$ cat src/rtl/step_trap_pkg.sv
package step_trap_pkg;
    localparam int WORD_W = 16;
    localparam int TF_POS = 8;
    localparam logic [WORD_W-1:0] FLAG_KEEP = 16'h0FD5;

    typedef enum logic [2:0] {
        ST_IDLE,
        ST_PUSH_FLAGS,
        ST_PUSH_RET,
        ST_VEC_READ,
        ST_VEC_TAKE,
        ST_POP_RET,
        ST_POP_FLAGS,
        ST_POP_TAKE
    } seq_state_t;
endpackage

$ cat src/rtl/tss_stack_ptr.sv
module tss_stack_ptr
    import step_trap_pkg::*;
#(
    parameter logic [WORD_W-1:0] SP_RESET   = 16'h0100,
    parameter int                WORD_BYTES = 2
) (
    input  logic              clk,
    input  logic              rst_n,
    input  logic              dec,
    input  logic              inc,
    output logic [WORD_W-1:0] sp_q
);
    localparam logic [WORD_W-1:0] STEP = WORD_W'(WORD_BYTES);

    always_ff @(posedge clk) begin
        if (!rst_n)   sp_q <= SP_RESET;
        else if (dec) sp_q <= sp_q - STEP;
        else if (inc) sp_q <= sp_q + STEP;
    end
endmodule

$ cat src/rtl/tss_flags.sv
module tss_flags
    import step_trap_pkg::*;
(
    input  logic              clk,
    input  logic              rst_n,
    input  logic              idle,
    input  logic              ld,
    input  logic [WORD_W-1:0] din,
    input  logic              tf_clear,
    input  logic              restore,
    input  logic [WORD_W-1:0] restore_val,
    input  logic              arm_sample,
    output logic [WORD_W-1:0] flags_q,
    output logic              armed
);
    logic [WORD_W-1:0] flags_d;

    always_comb begin
        flags_d = flags_q;
        if (restore)
            flags_d = restore_val & FLAG_KEEP;
        else if (tf_clear)
            flags_d[TF_POS] = 1'b0;
        else if (ld && idle)
            flags_d = din & FLAG_KEEP;
    end

    // The armed bit is the trap bit seen as the next instruction begins.
    always_ff @(posedge clk) begin
        if (!rst_n) begin
            flags_q <= '0;
            armed   <= 1'b0;
        end else begin
            flags_q <= flags_d;
            if (arm_sample) armed <= flags_d[TF_POS];
        end
    end
endmodule

$ cat src/rtl/tss_ctrl.sv
module tss_ctrl
    import step_trap_pkg::*;
#(
    parameter logic [WORD_W-1:0] VEC_ADDR   = 16'd4,
    parameter int                WORD_BYTES = 2
) (
    input  logic              clk,
    input  logic              rst_n,
    input  logic              insn_done,
    input  logic              ret_req,
    input  logic              armed,
    input  logic [WORD_W-1:0] next_pc,
    input  logic [WORD_W-1:0] flags_q,
    input  logic [WORD_W-1:0] sp_q,
    input  logic [WORD_W-1:0] mem_rdata,
    output seq_state_t        state_o,
    output logic              busy,
    output logic              idle,
    output logic              mem_rd,
    output logic              mem_wr,
    output logic [WORD_W-1:0] mem_addr,
    output logic [WORD_W-1:0] mem_wdata,
    output logic              sp_dec,
    output logic              sp_inc,
    output logic              tf_clear,
    output logic              fl_restore,
    output logic              arm_sample,
    output logic              redirect,
    output logic [WORD_W-1:0] redirect_pc
);
    localparam logic [WORD_W-1:0] STEP = WORD_W'(WORD_BYTES);

    seq_state_t        state_q, state_d;
    logic [WORD_W-1:0] ret_pc;
    logic              take_trap;

    assign take_trap = (state_q == ST_IDLE) && insn_done && !ret_req && armed;
    assign state_o   = state_q;

    // State register and the latched return address
    always_ff @(posedge clk) begin
        if (!rst_n) begin
            state_q <= ST_IDLE;
            ret_pc  <= '0;
        end else begin
            state_q <= state_d;
            if (take_trap)                    ret_pc <= next_pc;
            else if (state_q == ST_POP_FLAGS) ret_pc <= mem_rdata;
        end
    end

    // Transitions
    always_comb begin
        state_d = state_q;
        unique case (state_q)
            ST_IDLE: begin
                if (ret_req)        state_d = ST_POP_RET;
                else if (take_trap) state_d = ST_PUSH_FLAGS;
            end
            ST_PUSH_FLAGS: state_d = ST_PUSH_RET;
            ST_PUSH_RET:   state_d = ST_VEC_READ;
            ST_VEC_READ:   state_d = ST_VEC_TAKE;
            ST_VEC_TAKE:   state_d = ST_IDLE;
            ST_POP_RET:    state_d = ST_POP_FLAGS;
            ST_POP_FLAGS:  state_d = ST_POP_TAKE;
            ST_POP_TAKE:   state_d = ST_IDLE;
            default:       state_d = ST_IDLE;
        endcase
    end

    // Outputs, a function of the state only (plus the idle arm decision)
    always_comb begin
        busy        = 1'b1;
        idle        = 1'b0;
        mem_rd      = 1'b0;
        mem_wr      = 1'b0;
        mem_addr    = '0;
        mem_wdata   = '0;
        sp_dec      = 1'b0;
        sp_inc      = 1'b0;
        tf_clear    = 1'b0;
        fl_restore  = 1'b0;
        arm_sample  = 1'b0;
        redirect    = 1'b0;
        redirect_pc = '0;
        unique case (state_q)
            ST_IDLE: begin
                busy       = 1'b0;
                idle       = 1'b1;
                arm_sample = insn_done && !ret_req && !armed;
            end
            ST_PUSH_FLAGS: begin
                mem_wr    = 1'b1;
                mem_addr  = sp_q - STEP;
                mem_wdata = flags_q;
                sp_dec    = 1'b1;
                tf_clear  = 1'b1;
            end
            ST_PUSH_RET: begin
                mem_wr    = 1'b1;
                mem_addr  = sp_q - STEP;
                mem_wdata = ret_pc;
                sp_dec    = 1'b1;
            end
            ST_VEC_READ: begin
                mem_rd   = 1'b1;
                mem_addr = VEC_ADDR;
            end
            ST_VEC_TAKE: begin
                redirect    = 1'b1;
                redirect_pc = mem_rdata;
                arm_sample  = 1'b1;
            end
            ST_POP_RET, ST_POP_FLAGS: begin
                mem_rd   = 1'b1;
                mem_addr = sp_q;
                sp_inc   = 1'b1;
            end
            ST_POP_TAKE: begin
                redirect    = 1'b1;
                redirect_pc = ret_pc;
                fl_restore  = 1'b1;
                arm_sample  = 1'b1;
            end
            default: busy = 1'b1;
        endcase
    end
endmodule

$ cat src/rtl/step_trap_seq.sv
module step_trap_seq
    import step_trap_pkg::*;
#(
    parameter logic [15:0] SP_RESET   = 16'h0100,
    parameter int          VEC_BASE   = 0,
    parameter int          VEC_INDEX  = 1,
    parameter int          VEC_BYTES  = 4,
    parameter int          WORD_BYTES = 2
) (
    input  logic        clk,
    input  logic        rst_n,
    input  logic        insn_done,
    input  logic [15:0] next_pc,
    input  logic        ret_req,
    input  logic        flags_ld,
    input  logic [15:0] flags_din,
    output logic [15:0] flags_q,
    output logic [15:0] sp_q,
    output logic        busy,
    output logic        mem_rd,
    output logic        mem_wr,
    output logic [15:0] mem_addr,
    output logic [15:0] mem_wdata,
    input  logic [15:0] mem_rdata,
    output logic        redirect,
    output logic [15:0] redirect_pc
);
    localparam logic [WORD_W-1:0] VEC_ADDR = WORD_W'(VEC_BASE + VEC_INDEX * VEC_BYTES);

    seq_state_t ctrl_state;
    logic       armed_w, idle_w, sp_dec_w, sp_inc_w;
    logic       tf_clear_w, restore_w, arm_sample_w;

    tss_ctrl #(.VEC_ADDR(VEC_ADDR), .WORD_BYTES(WORD_BYTES)) u_ctrl (
        .clk        (clk),
        .rst_n      (rst_n),
        .insn_done  (insn_done),
        .ret_req    (ret_req),
        .armed      (armed_w),
        .next_pc    (next_pc),
        .flags_q    (flags_q),
        .sp_q       (sp_q),
        .mem_rdata  (mem_rdata),
        .state_o    (ctrl_state),
        .busy       (busy),
        .idle       (idle_w),
        .mem_rd     (mem_rd),
        .mem_wr     (mem_wr),
        .mem_addr   (mem_addr),
        .mem_wdata  (mem_wdata),
        .sp_dec     (sp_dec_w),
        .sp_inc     (sp_inc_w),
        .tf_clear   (tf_clear_w),
        .fl_restore (restore_w),
        .arm_sample (arm_sample_w),
        .redirect   (redirect),
        .redirect_pc(redirect_pc)
    );

    tss_flags u_flags (
        .clk        (clk),
        .rst_n      (rst_n),
        .idle       (idle_w),
        .ld         (flags_ld),
        .din        (flags_din),
        .tf_clear   (tf_clear_w),
        .restore    (restore_w),
        .restore_val(mem_rdata),
        .arm_sample (arm_sample_w),
        .flags_q    (flags_q),
        .armed      (armed_w)
    );

    tss_stack_ptr #(.SP_RESET(SP_RESET), .WORD_BYTES(WORD_BYTES)) u_sp (
        .clk  (clk),
        .rst_n(rst_n),
        .dec  (sp_dec_w),
        .inc  (sp_inc_w),
        .sp_q (sp_q)
    );
endmodule

$ cat config.mk
export PLATFORM = sky130hd
export DESIGN_NAME = step_trap_seq
export DESIGN_NICKNAME = d
export VERILOG_FILES = /design/src/rtl/step_trap_pkg.sv /design/src/rtl/tss_stack_ptr.sv /design/src/rtl/tss_flags.sv /design/src/rtl/tss_ctrl.sv /design/src/rtl/step_trap_seq.sv
export SDC_FILE = /design/constraint.sdc
export NUM_CORES = 1
export LEC_CHECK = 0
export ABC_AREA = 0
export BUFFER_PORTS_ARGS = -buffer_cell sky130_fd_sc_hd__buf_2
export CAP_MARGIN = 40
export CORE_ASPECT_RATIO = 1.5
export CORE_MARGIN = 2
export CORE_UTILIZATION = 41
export DETAILED_ROUTE_END_ITERATION = 10
export PLACE_DENSITY = 0.73
export SLEW_MARGIN = 15
export SYNTH_ARGS = -nofsm -noshare
export SYNTH_HDL_FRONTEND = slang
export SYNTH_HIERARCHICAL = 1
export SYNTH_SLANG_ARGS = --single-unit
$ cat constraint.sdc
create_clock -name clk -period 2.8 [get_ports clk]
set_input_delay 0.7 -clock clk [delete_from_list [all_inputs] [get_ports clk]]
set_output_delay 0.7 -clock clk [all_outputs]
set_load 0.03 [all_outputs]
# Word level (Yosys, flattened, before mapping)
# Cells that the tools add are included.
[totals]
regBits = 45
out_inout_bits = 84
wordCells = 58
[classes]
n_addsub = 2
eq_ne = 9
muxes = 24
n_reduce_logical = 17
[op_table]
columns = ["operator", "n"]
rows = [
  ["16-bit 2-to-1 mux", 4],
  ["16-bit case mux with 2 select lines", 2],
  ["16-bit case mux with 3 select lines", 1],
  ["12-bit 2-to-1 mux", 2],
  ["3-bit case mux with 7 select lines", 1],
  ["16-bit by 2-bit adder with 16-bit output, second input constant", 1],
  ["16-bit by 2-bit subtractor with 16-bit output, second input constant", 1],
  ["3-bit == test, second input constant", 4],
  ["1-bit 2-to-1 mux", 9],
  ["3-bit 2-to-1 mux", 3],
  ["8-bit 2-to-1 mux", 1],
  ["3-bit by 2-bit == test with 1-bit output, second input constant", 2],
  ["1-bit logical AND", 6],
  ["2-bit nonzero test", 3],
  ["2-bit OR reduction", 3],
  ["3-bit by 1-bit == test with 1-bit output, second input constant", 1],
  ["3-bit zero test", 1],
  ["3-bit by 2-bit != test with 1-bit output, second input constant", 1],
  ["3-bit OR reduction", 1],
  ["1-bit zero test", 2],
  ["2-bit by 1-bit != test with 1-bit output, second input constant", 1],
  ["1-bit case mux with 2 select lines", 1],
  ["2-bit AND reduction", 1],
]

# Logic depth before layout (Yosys ltp)
# Gate-level depths: netlist of the first run.
[depth]
depth_word = 7
depth_mapped = 13
ltp_nobuf = 9

# By module
# Netlist of the first run, hierarchy kept.
[modules_own_cells]
columns = ["mod", "instances", "cells_per_inst", "area_each_um2", "seq_area_each_um2"]
rows = [
  ["tss_ctrl", 1, 218, 1577.8, 380.4],
  ["tss_stack_ptr", 1, 148, 1262.5, 300.3],
  ["tss_flags", 1, 54, 490.5, 200.2],
]

# Least setup slack after synthesis of the first run
# Ideal clock, no wire load.
[synth_timing]
path_type = "flip-flop to output port"
from = "register u_sp.sp_q[1]"
to = "output port mem_addr[15]"
arrival_ns = 2.638
required_time_ns = 2.100
setup_slack_ns = -0.538
path_stages_with_launch = 8
cell_sequence = "dfxtp_1 inv_1 ha_1 or4b_4 buf_6 or3_4 or4_1 a21oi_1"
[synth_between]
elab_chain_cells = 2
[synth_lines]
columns = ["element", "line_no", "source"]
rows = [
  ["start: declaration", "tss_stack_ptr.sv:11", "output logic [WORD_W-1:0] sp_q"],
  ["start signal: assignment", "tss_stack_ptr.sv:17", "else if (dec) sp_q <= sp_q - STEP;"],
  ["start signal: assignment", "tss_stack_ptr.sv:18", "else if (inc) sp_q <= sp_q + STEP;"],
  ["16-bit by 2-bit subtractor with 16-bit output", "tss_ctrl.sv:94, tss_ctrl.sv:101", ""],
  ["16-bit case mux with 3 select lines", "tss_ctrl.sv:86", "unique case (state_q)"],
  ["end: declaration", "step_trap_seq.sv:22", "output logic [15:0] mem_addr,"],
]
# Every way passes these cells.

# Final worst setup path of the first run
# Same ends and word-level chain as after synthesis.

==> summary.md, run 1 <==
| Metric | Value |
|---|---|
| Die width | `77.6 um` |
| Post-synthesis simple-gate area fraction | `21.4%` |
| Iter 0 DRT Violations | `185` |
| Final core occ | `54.6%` |
| Detailed Route WL | `10000 um` |
| YS warnings | `6` |
| Clk_lat worst skew | `0.29 ns` |
| DRT antenna net count | `0` |
| Failing checks | `setup timing` |
| Fin. max-slew vios | `0` |
| Setup violators final | `2` |
| Layout cell share with drive strength beyond 1 | `33.8%` |
| DRC errors left | `0` |
| Most common cell after layout, fill and taps aside | `buf_2` |
| DP Worst Slack | `-0.00862 ns` |
| Reg clk slew, reported paths | `0.07 ns` |
| Run status | `finished with violations` |
| Clk sinks | `44` |
| Crit share post-route | `109%` |
| Fmax | `328 MHz` |
| Number of port buffers | `120` |
| Ant diodes | `0` |
| Largest family of logic cells by synthesized area | `compound AO/OA/AOI/OAI gates` |
| Final nets | `611` |
| Pleak | `0.00207 uW` |
| Post-CTS Setup Bufs | `0` |
| Final GP Congestion | `0.878` |
| GRT Total Usage | `22.1%` |
| XOR/XNOR Fraction of Synth Area | `5.79%` |
| Setup Total Neg Slack | `-0.419 ns` |
| Most frequent cells in the layout | `buf_2, nand2_1, dfxtp_1` |
| Critical path class | `reg -> out` |
| Tmin final | `3.05 ns` |
| Clock Tree Buf Depth | `2` |
| Synth-to-Final Area Change | `30.5%` |
| CP endpoint kind | `output port` |
| Detailed-route via count | `3654` |
| Peak supply drop | `0.545 mV` |
| Async SR Flop Fraction | `0%` |
| DR WL/cell | `15.5 um` |
| Unrepaired setup endpoints after global routing | `true` |
| Core Region | `0.00796 mm2` |
| Compound-cell area share of the yosys netlist | `30.1%` |
| Post-DP Area | `0.00412 mm2` |
| CTS tree | `built` |
| CTS Buf Count | `5` |
| First-pass GRT wire length | `15900 um` |
| FP Rows | `40` |
| Largest net degree at the start of global routing | `33` |
| Hold Path Class | `reg -> reg` |
| Hold Fails Final Rpt | `0` |
| Req. time, crit path | `2.10 ns` |
| Vias per inst | `5.63` |
| Initial Utilization | `41.9%` |
| Synth top area share | `26.4%` |
| Post-synthesis register bit count | `44` |
| Hold Startpoint | `u_ctrl/ret_pc[12]` |
| Final instance area | `0.00435 mm2` |
| WP data arrival | `2.35 ns` |
| Yosys top cell by area | `dfxtp_1` |
| Primary FF master, synth | `dfxtp_1` |
| Final Skew | `0.0110 ns` |
| GR Overflow Total | `0` |
| Root buffer cell | `clkbuf_16` |
| Gate Count Post-Synth | `420` |
| DR pass1 iterations | `5` |
| Avg Cell Area, Syn | `7.93 um2` |
| CP Max Fanout | `4` |
| Worst setup margin | `-0.245 ns` |
| Multiplexer share of the synthesized area | `3.04%` |
| Die height | `114 um` |
| Post-synthesis adder-cell area fraction | `5.86%` |
| Initial antenna violation count | `0` |
| Total power draw | `4030 uW` |
| Vias in the first global route | `3394` |
| Synth area leaders | `dfxtp_1, a22o_1, nand2_1` |
| Die area | `0.00888 mm2` |
| Mapped Area | `0.00333 mm2` |
| Distinct cell type count after synthesis | `60` |
| Hpwl dp | `7560 um` |
| H-Tree Depth | `2` |
| Origin of the critical flop-to-flop path | `u_ctrl/state_o[1]` |
| Num ports | `137` |
| Worst Setup Start Kind | `flip-flop` |
| Beginning of the critical path | `u_sp/sp_q[1]` |
| Post-synth EDFFs | `0` |
| Pwr dens | `927 mW/mm2` |
| Hold Buf Count CTS | `0` |
| Seq/Total Area, Yosys | `26.4%` |
| Max-Cap Viols | `0` |
| Worst Tran Pin Value | `0.656 ns` |
| Slew HR | `56.1%` |
## synthesized netlist by cell type, types with 2 or more instances
master and instances:
nor3_1 6, or2_2 2, ha_1 14, o21ai_1 9, and2_1 8, a21o_1 10, nor4_1 2, a211oi_1 2
a21boi_0 3, nand4_1 3, o22ai_1 2, and3_1 5, and3b_1 2, xnor2_1 14, nor3b_1 6, or4_1 6
nor2_1 22, a31oi_1 19, o21bai_1 2, buf_6 4, nor2b_1 7, conb_1 2, nand2_1 54, o41ai_2 2
or3_1 2, o21a_1 3, nand3b_1 3, buf_4 9, inv_1 5, nand3_1 3, clkbuf_1 20, dfxtp_1 44
o31ai_1 2, a22o_1 32, a21oi_2 2, xor2_1 8, o21ai_0 32, mux2i_1 9, a21oi_1 19
## through the flow
step / cells / hold slack [ns]
floorplan: 426 / 0.461
global placement: 641 / 0.478
detailed placement: 641 / 0.484
CTS: 649 / 0.495
global route: 649 / 0.509
finish: 649 / 0.494
## path summary, 6_finish.rpt
check	endpoint	depth (start not counted)	slack [ns]
max	mem_addr[15]	7	-0.25
min	u_ctrl/ret_pc[12]	2	0.49
max reg2reg	u_sp/sp_q[12]	10	0.22
min reg2reg	u_ctrl/ret_pc[12]	2	0.49
## power by group
| part | total, uW | leakage, uW | switching, uW | internal [uW] |
|---|---|---|---|---|
| combinational | 2520 | 0.00164 | 1540 | 980 |
| clock | 618 | 0.0000734 | 262 | 356 |
| sequential | 888 | 0.000360 | 139 | 748 |
## metal layers
layer	up-vias	share of wire [%]	GRT usage (%)
met5	-	0	0
met4	0	1.3	7.02
li1	1766	-	-
met2	170	52	42.4
met3	11	7.0	4.81
met1	1707	39	23.6
## area by class of cell
cell class                      count  area, um2
Tap cell                          105        131
Clock inverter                      2       13.8
Fill cell                         741       3610
Multi-Input combinational cell    340       2330
Inverter                            5       21.3
Sequential cell                    44        888
Timing Repair Buffer              147        820
Clock buffer                        6        139
## critical path, stage by stage, from the launching register on
cell and delay, ns:
dfxtp_4 0.36, inv_4 0.05, ha_4 0.11, or4b_4 0.46
or3_4 0.35, or4_4 0.44, a21oi_4 0.14, buf_6 0.14
## sequential cells by signal, indices dropped and copies added, names as in the netlist
register and count:
u_ctrl/ret_pc 16, u_ctrl/state_o 3, u_flags/armed 1, u_flags/flags_q 9
u_sp/sp_q 15
## cell families (layout without fill, tap and decap cells)
logic type      after synthesis  in the layout
compound gates              146            146
xor+xnor                     22             22
fa+ha+maj                    15             15
buf+inv                      42            160
flops                        44             44
mux                          10             10
other cells                   2              8
simple gates                139            139
## timing repair
action                                  4_1_cts  5_1_grt
pin swaps                                     0        2
endpoints found under the setup margin        3        6
gates cloned                                  0        0
resized for setup                             8        9
(Power assumes the default switching activity.)
==> run 2: changes to the inputs <==
clock period = 2.65 ns   (was 2.8 ns; I/O delays follow)
==> summary.md, run 2 (same netlist as run 1, synthesis figures left out) <==
| Metric | Value |
|---|---|
| Iter 0 DRT Violations | `114` |
| Most common cell after layout, fill and taps aside | `buf_2` |
| Reg clk slew, reported paths | `0.06 ns` |
| CP endpoint kind | `output port` |
| FP Rows | `40` |
| Max-Cap Viols | `0` |
| Root buffer cell | `clkbuf_16` |
| Detailed Route WL | `10400 um` |
| Die width | `77.6 um` |
| GRT Total Usage | `22.7%` |
| Number of port buffers | `120` |
| Die height | `114 um` |
| Clk sinks | `44` |
| Ant diodes | `0` |
| Hold Fails Final Rpt | `0` |
| Pleak | `0.00213 uW` |
| Die area | `0.00888 mm2` |
| Hpwl dp | `7700 um` |
| First-pass GRT wire length | `16500 um` |
| Crit share post-route | `114%` |
| DP Worst Slack | `-0.106 ns` |
| H-Tree Depth | `2` |
| Fin. max-slew vios | `0` |
| Final GP Congestion | `0.853` |
| CTS Buf Count | `5` |
| Post-DP Area | `0.00423 mm2` |
| Biggest regs | `u_ctrl/ret_pc x16, u_sp/sp_q x15, u_flags/flags_q x9` |
| Layout cell share with drive strength beyond 1 | `37.2%` |
| Worst setup margin | `-0.376 ns` |
| Final instance area | `0.00455 mm2` |
| Final nets | `622` |
| Failing checks | `setup timing` |
| Vias in the first global route | `3618` |
| Pwr dens | `1020 mW/mm2` |
| WP data arrival | `2.36 ns` |
| Initial Utilization | `41.9%` |
| Hold Startpoint | `u_ctrl/ret_pc[5]` |
| Fillcell total | `733` |
| Critical path class | `reg -> out` |
| Core Region | `0.00796 mm2` |
| CP Max Fanout | `4` |
| Final Skew | `0.00159 ns` |
| DR WL/cell | `15.8 um` |
| Largest Register | `u_ctrl/ret_pc` |
| Initial antenna violation count | `0` |
| Tmin final | `3.03 ns` |
| Hold WS | `0.498 ns` |
| Clock Tree Buf Depth | `2` |
| Worst R2R End | `u_sp/sp_q[11]` |
| DR pass1 iterations | `5` |
| Run status | `finished with violations` |
| Hold endpoint | `u_ctrl/ret_pc[5]` |
| Fmax | `330 MHz` |
| Unrepaired setup endpoints after global routing | `true` |
| Total power draw | `4630 uW` |
| Most frequent cells in the layout | `buf_2, nand2_1, buf_4` |
| Peak supply drop | `0.641 mV` |
| DRT antenna net count | `0` |
| Req. time, crit path | `1.99 ns` |
| Reg2reg setup slack | `0.19 ns` |
| Vias per inst | `5.60` |
| Worst Setup Start Kind | `flip-flop` |
| GR Overflow Total | `0` |
| Worst Reg2Reg Path Length in Cells | `9` |
| Hold Path Depth | `2` |
| Setup violators final | `11` |
| Worst Tran Pin Value | `0.696 ns` |
| Max reg flops | `16` |
| Clk_lat worst skew | `0.28 ns` |
| DRC errors left | `0` |
| Synth-to-Final Area Change | `36.7%` |
| Origin of the critical flop-to-flop path | `u_ctrl/state_o[2]` |
| Hold Path Class | `reg -> reg` |
| Slew HR | `53.4%` |
| Largest net degree at the start of global routing | `42` |
| CTS tree | `built` |
| Detailed-route via count | `3691` |
| Hold Buf Count CTS | `0` |
| Num ports | `137` |
## run 2: area by class of cell
class	instances	area, um2	area share, %
multi-input combinational	340	2440	53.6
clock inverter	1	5.00	0.110
inverter	5	21.3	0.467
clock buffer	6	129	2.83
tap	105	131	2.88
timing repair buffer	158	935	20.5
sequential	44	891	19.6
## run 2: per-layer routing
metal | routed length [um] | share of wire [%] | global-route usage [%] | vias up
li1 | - | - | - | 1788
met1 | 3960 | 38 | 24.0 | 1731
met2 | 5500 | 53 | 43.3 | 154
met4 | 238 | 2.3 | 8.57 | 0
met3 | 694 | 6.7 | 4.89 | 18
met5 | 0 | 0 | 0 | -
## run 2: metrics by stage
step,util (%),cells,TNS (ns)
floorplan,-,426,-0.195
global placement,53.1,648,-0.163
detailed placement,53.1,648,-0.188
CTS,56.7,657,-1.30
global route,57.2,659,-2.30
finish,57.2,659,-1.62
## run 2: worst max path at each step
| stage | end | from | cells after the start | slack (ns) |
|---|---|---|---|---|
| floorplan | mem_addr[15] | u_sp/sp_q[2] | 7 | -0.17 |
| global placement | mem_addr[15] | u_sp/sp_q[2] | 7 | -0.1 |
| detailed placement | mem_addr[15] | u_sp/sp_q[1] | 7 | -0.11 |
| CTS | mem_addr[15] | u_sp/sp_q[2] | 7 | -0.37 |
| global route | mem_addr[15] | u_sp/sp_q[2] | 7 | -0.42 |
| finish | mem_addr[15] | u_sp/sp_q[1] | 7 | -0.38 |
## run 2: repair_timing
action / 4_1_cts / 5_1_grt
cloned: 0 / 0
hold endpoints to repair: 0 / 0
gates resized for setup: 31 / 8
setup buffers: 2 / 2
endpoints found under the setup margin: 9 / 11
pin swaps: 6 / 9
## run 2: worst max-delay path, stage by stage, from the launching register on
cell,delay [ns]
dfxtp_4,0.35
inv_2,0.06
ha_4,0.11
or4b_4,0.46
or3_4,0.37
or4_4,0.44
a21oi_4,0.14
buf_6,0.14
## run 2: report_power, final
| group | total, uW | switching (uW) | internal (uW) |
|---|---|---|---|
| Sequential | 900 | 107 | 793 |
| Combinational | 3140 | 1830 | 1310 |
| Clock | 589 | 246 | 343 |
| Total | 4630 | 2190 | 2440 |
==> run 3: changes to the inputs <==
CORE_ASPECT_RATIO = 2   (was 1.5)
==> summary.md, run 3 (same netlist as run 1, synthesis figures left out) <==
| Metric | Value |
|---|---|
| Clock Tree Buf Depth | `2` |
| DR WL/cell | `16.7 um` |
| Layout cell share with drive strength beyond 1 | `38.1%` |
| Pleak | `0.00216 uW` |
| Tmin final | `3.02 ns` |
| CP endpoint kind | `output port` |
| Slew HR | `46.7%` |
| Worst Setup Start Kind | `flip-flop` |
| Hold Startpoint | `u_ctrl/ret_pc[7]` |
| Most frequent cells in the layout | `buf_2, nand2_1, buf_4` |
| Final GP Congestion | `0.878` |
| Critical path class | `reg -> out` |
| Pwr dens | `1040 mW/mm2` |
| Die width | `67.7 um` |
| GR Overflow Total | `0` |
| Unrepaired setup endpoints after global routing | `true` |
| Final nets | `623` |
| DRC errors left | `0` |
| Core Region | `0.00789 mm2` |
| Peak supply drop | `0.473 mV` |
| Worst Tran Pin Value | `0.799 ns` |
| CTS Buf Count | `5` |
| Hold WS | `0.499 ns` |
| Reg2reg setup slack | `0.24 ns` |
| Biggest regs | `u_ctrl/ret_pc x16, u_sp/sp_q x15, u_flags/flags_q x9` |
| Hold Fails Final Rpt | `0` |
| Final Skew | `0.00556 ns` |
| FP Rows | `46` |
| Run status | `finished with violations` |
| GRT Total Usage | `25.1%` |
| Num ports | `137` |
| First-pass GRT wire length | `17500 um` |
| Initial antenna violation count | `0` |
| Fin. max-slew vios | `0` |
| Die area | `0.00890 mm2` |
| Total power draw | `4820 uW` |
| Final core occ | `58.5%` |
| Largest net degree at the start of global routing | `51` |
| Vias in the first global route | `3764` |
| Vias per inst | `5.74` |
| Number of port buffers | `120` |
| DR pass1 iterations | `6` |
| DRT antenna net count | `0` |
| Max reg flops | `16` |
| Synth-to-Final Area Change | `38.4%` |
| Placed instance count | `637` |
| Worst setup margin | `-0.372 ns` |
| Max-Cap Viols | `0` |
| Detailed Route WL | `10900 um` |
| Beginning of the critical path | `u_sp/sp_q[1]` |
| Clk_lat worst skew | `0.29 ns` |
| Hold Path Class | `reg -> reg` |
| Crit share post-route | `114%` |
| CTS tree | `built` |
| WP data arrival | `2.36 ns` |
| Ant diodes | `0` |
| Iter 0 DRT Violations | `129` |
| DP Worst Slack | `-0.0835 ns` |
| Origin of the critical flop-to-flop path | `u_ctrl/state_o[2]` |
| Initial Utilization | `42.2%` |
| Setup violators final | `12` |
| Cell Count, Final, Fillers Out | `652` |
| Root buffer cell | `clkbuf_16` |
| Clk sinks | `44` |
| Detailed-route via count | `3741` |
| Req. time, crit path | `1.99 ns` |
| Fmax | `331 MHz` |
| Hpwl dp | `7960 um` |
| Largest Register | `u_ctrl/ret_pc` |
| Failing checks | `setup timing` |
| Reg clk slew, reported paths | `0.07 ns` |
| Hold Buf Count CTS | `0` |
| H-Tree Depth | `2` |
| Die height | `131 um` |
| CP Max Fanout | `3` |
| Most common cell after layout, fill and taps aside | `buf_2` |
-- run 3: routing by layer --
| metal | vias to the layer above | wire (um) | track usage, % |
|---|---|---|---|
| met4 | 0 | 422 | 13.4 |
| met3 | 27 | 586 | 4.71 |
| met2 | 154 | 6130 | 47.0 |
| li1 | 1789 | - | - |
| met5 | - | 0 | 0 |
| met1 | 1771 | 3770 | 23.8 |
-- run 3: metrics by stage --
| stage | cell area (um2) | setup TNS (ns) |
|---|---|---|
| after detailed placement | 4200 | -0.0835 |
| after floorplan | 3480 | -0.195 |
| final | 4610 | -1.36 |
| after CTS | 4580 | -1.31 |
| after global placement | 4200 | -0.0726 |
| after global routing | 4610 | -2.28 |
-- run 3: area by class of cell --
class                           instances  area (um2)
Tap cell                               96         120
Timing Repair Buffer                  159         953
Inverter                                5        18.8
Clock buffer                            5         125
Clock inverter                          3        42.5
Multi-Input combinational cell        340        2460
Sequential cell                        44         891
Fill cell                             713        3280
-- run 3: worst max-delay path, stage by stage, from the launching register on --
cell	delay, ns
dfxtp_4	0.35
inv_2	0.06
ha_4	0.12
or4b_4	0.47
or3_4	0.34
or4_4	0.44
a21oi_4	0.14
buf_6	0.14
-- run 3: worst paths after layout --
check,to,cells after the start
worst max-delay path,mem_addr[15],7
worst min-delay path,u_ctrl/ret_pc[7],2
worst max register to register,u_sp/sp_q[15],11
worst min register to register,u_ctrl/ret_pc[7],2
-- run 3: timing repair --
action | in CTS | in global routing
setup endpoints to repair | 10 | 14
setup buffers | 6 | 2
pin swaps | 11 | 9
resized for setup | 40 | 3
-- run 3: report_power, final --
| group | total (uW) | switching, uW | internal, uW | leakage, uW |
|---|---|---|---|---|
| logic | 3180 | 1860 | 1320 | 0.00172 |
| registers | 918 | 125 | 792 | 0.000361 |
| clock network | 719 | 275 | 443 | 0.0000814 |
| total | 4820 | 2260 | 2560 | 0.00216 |
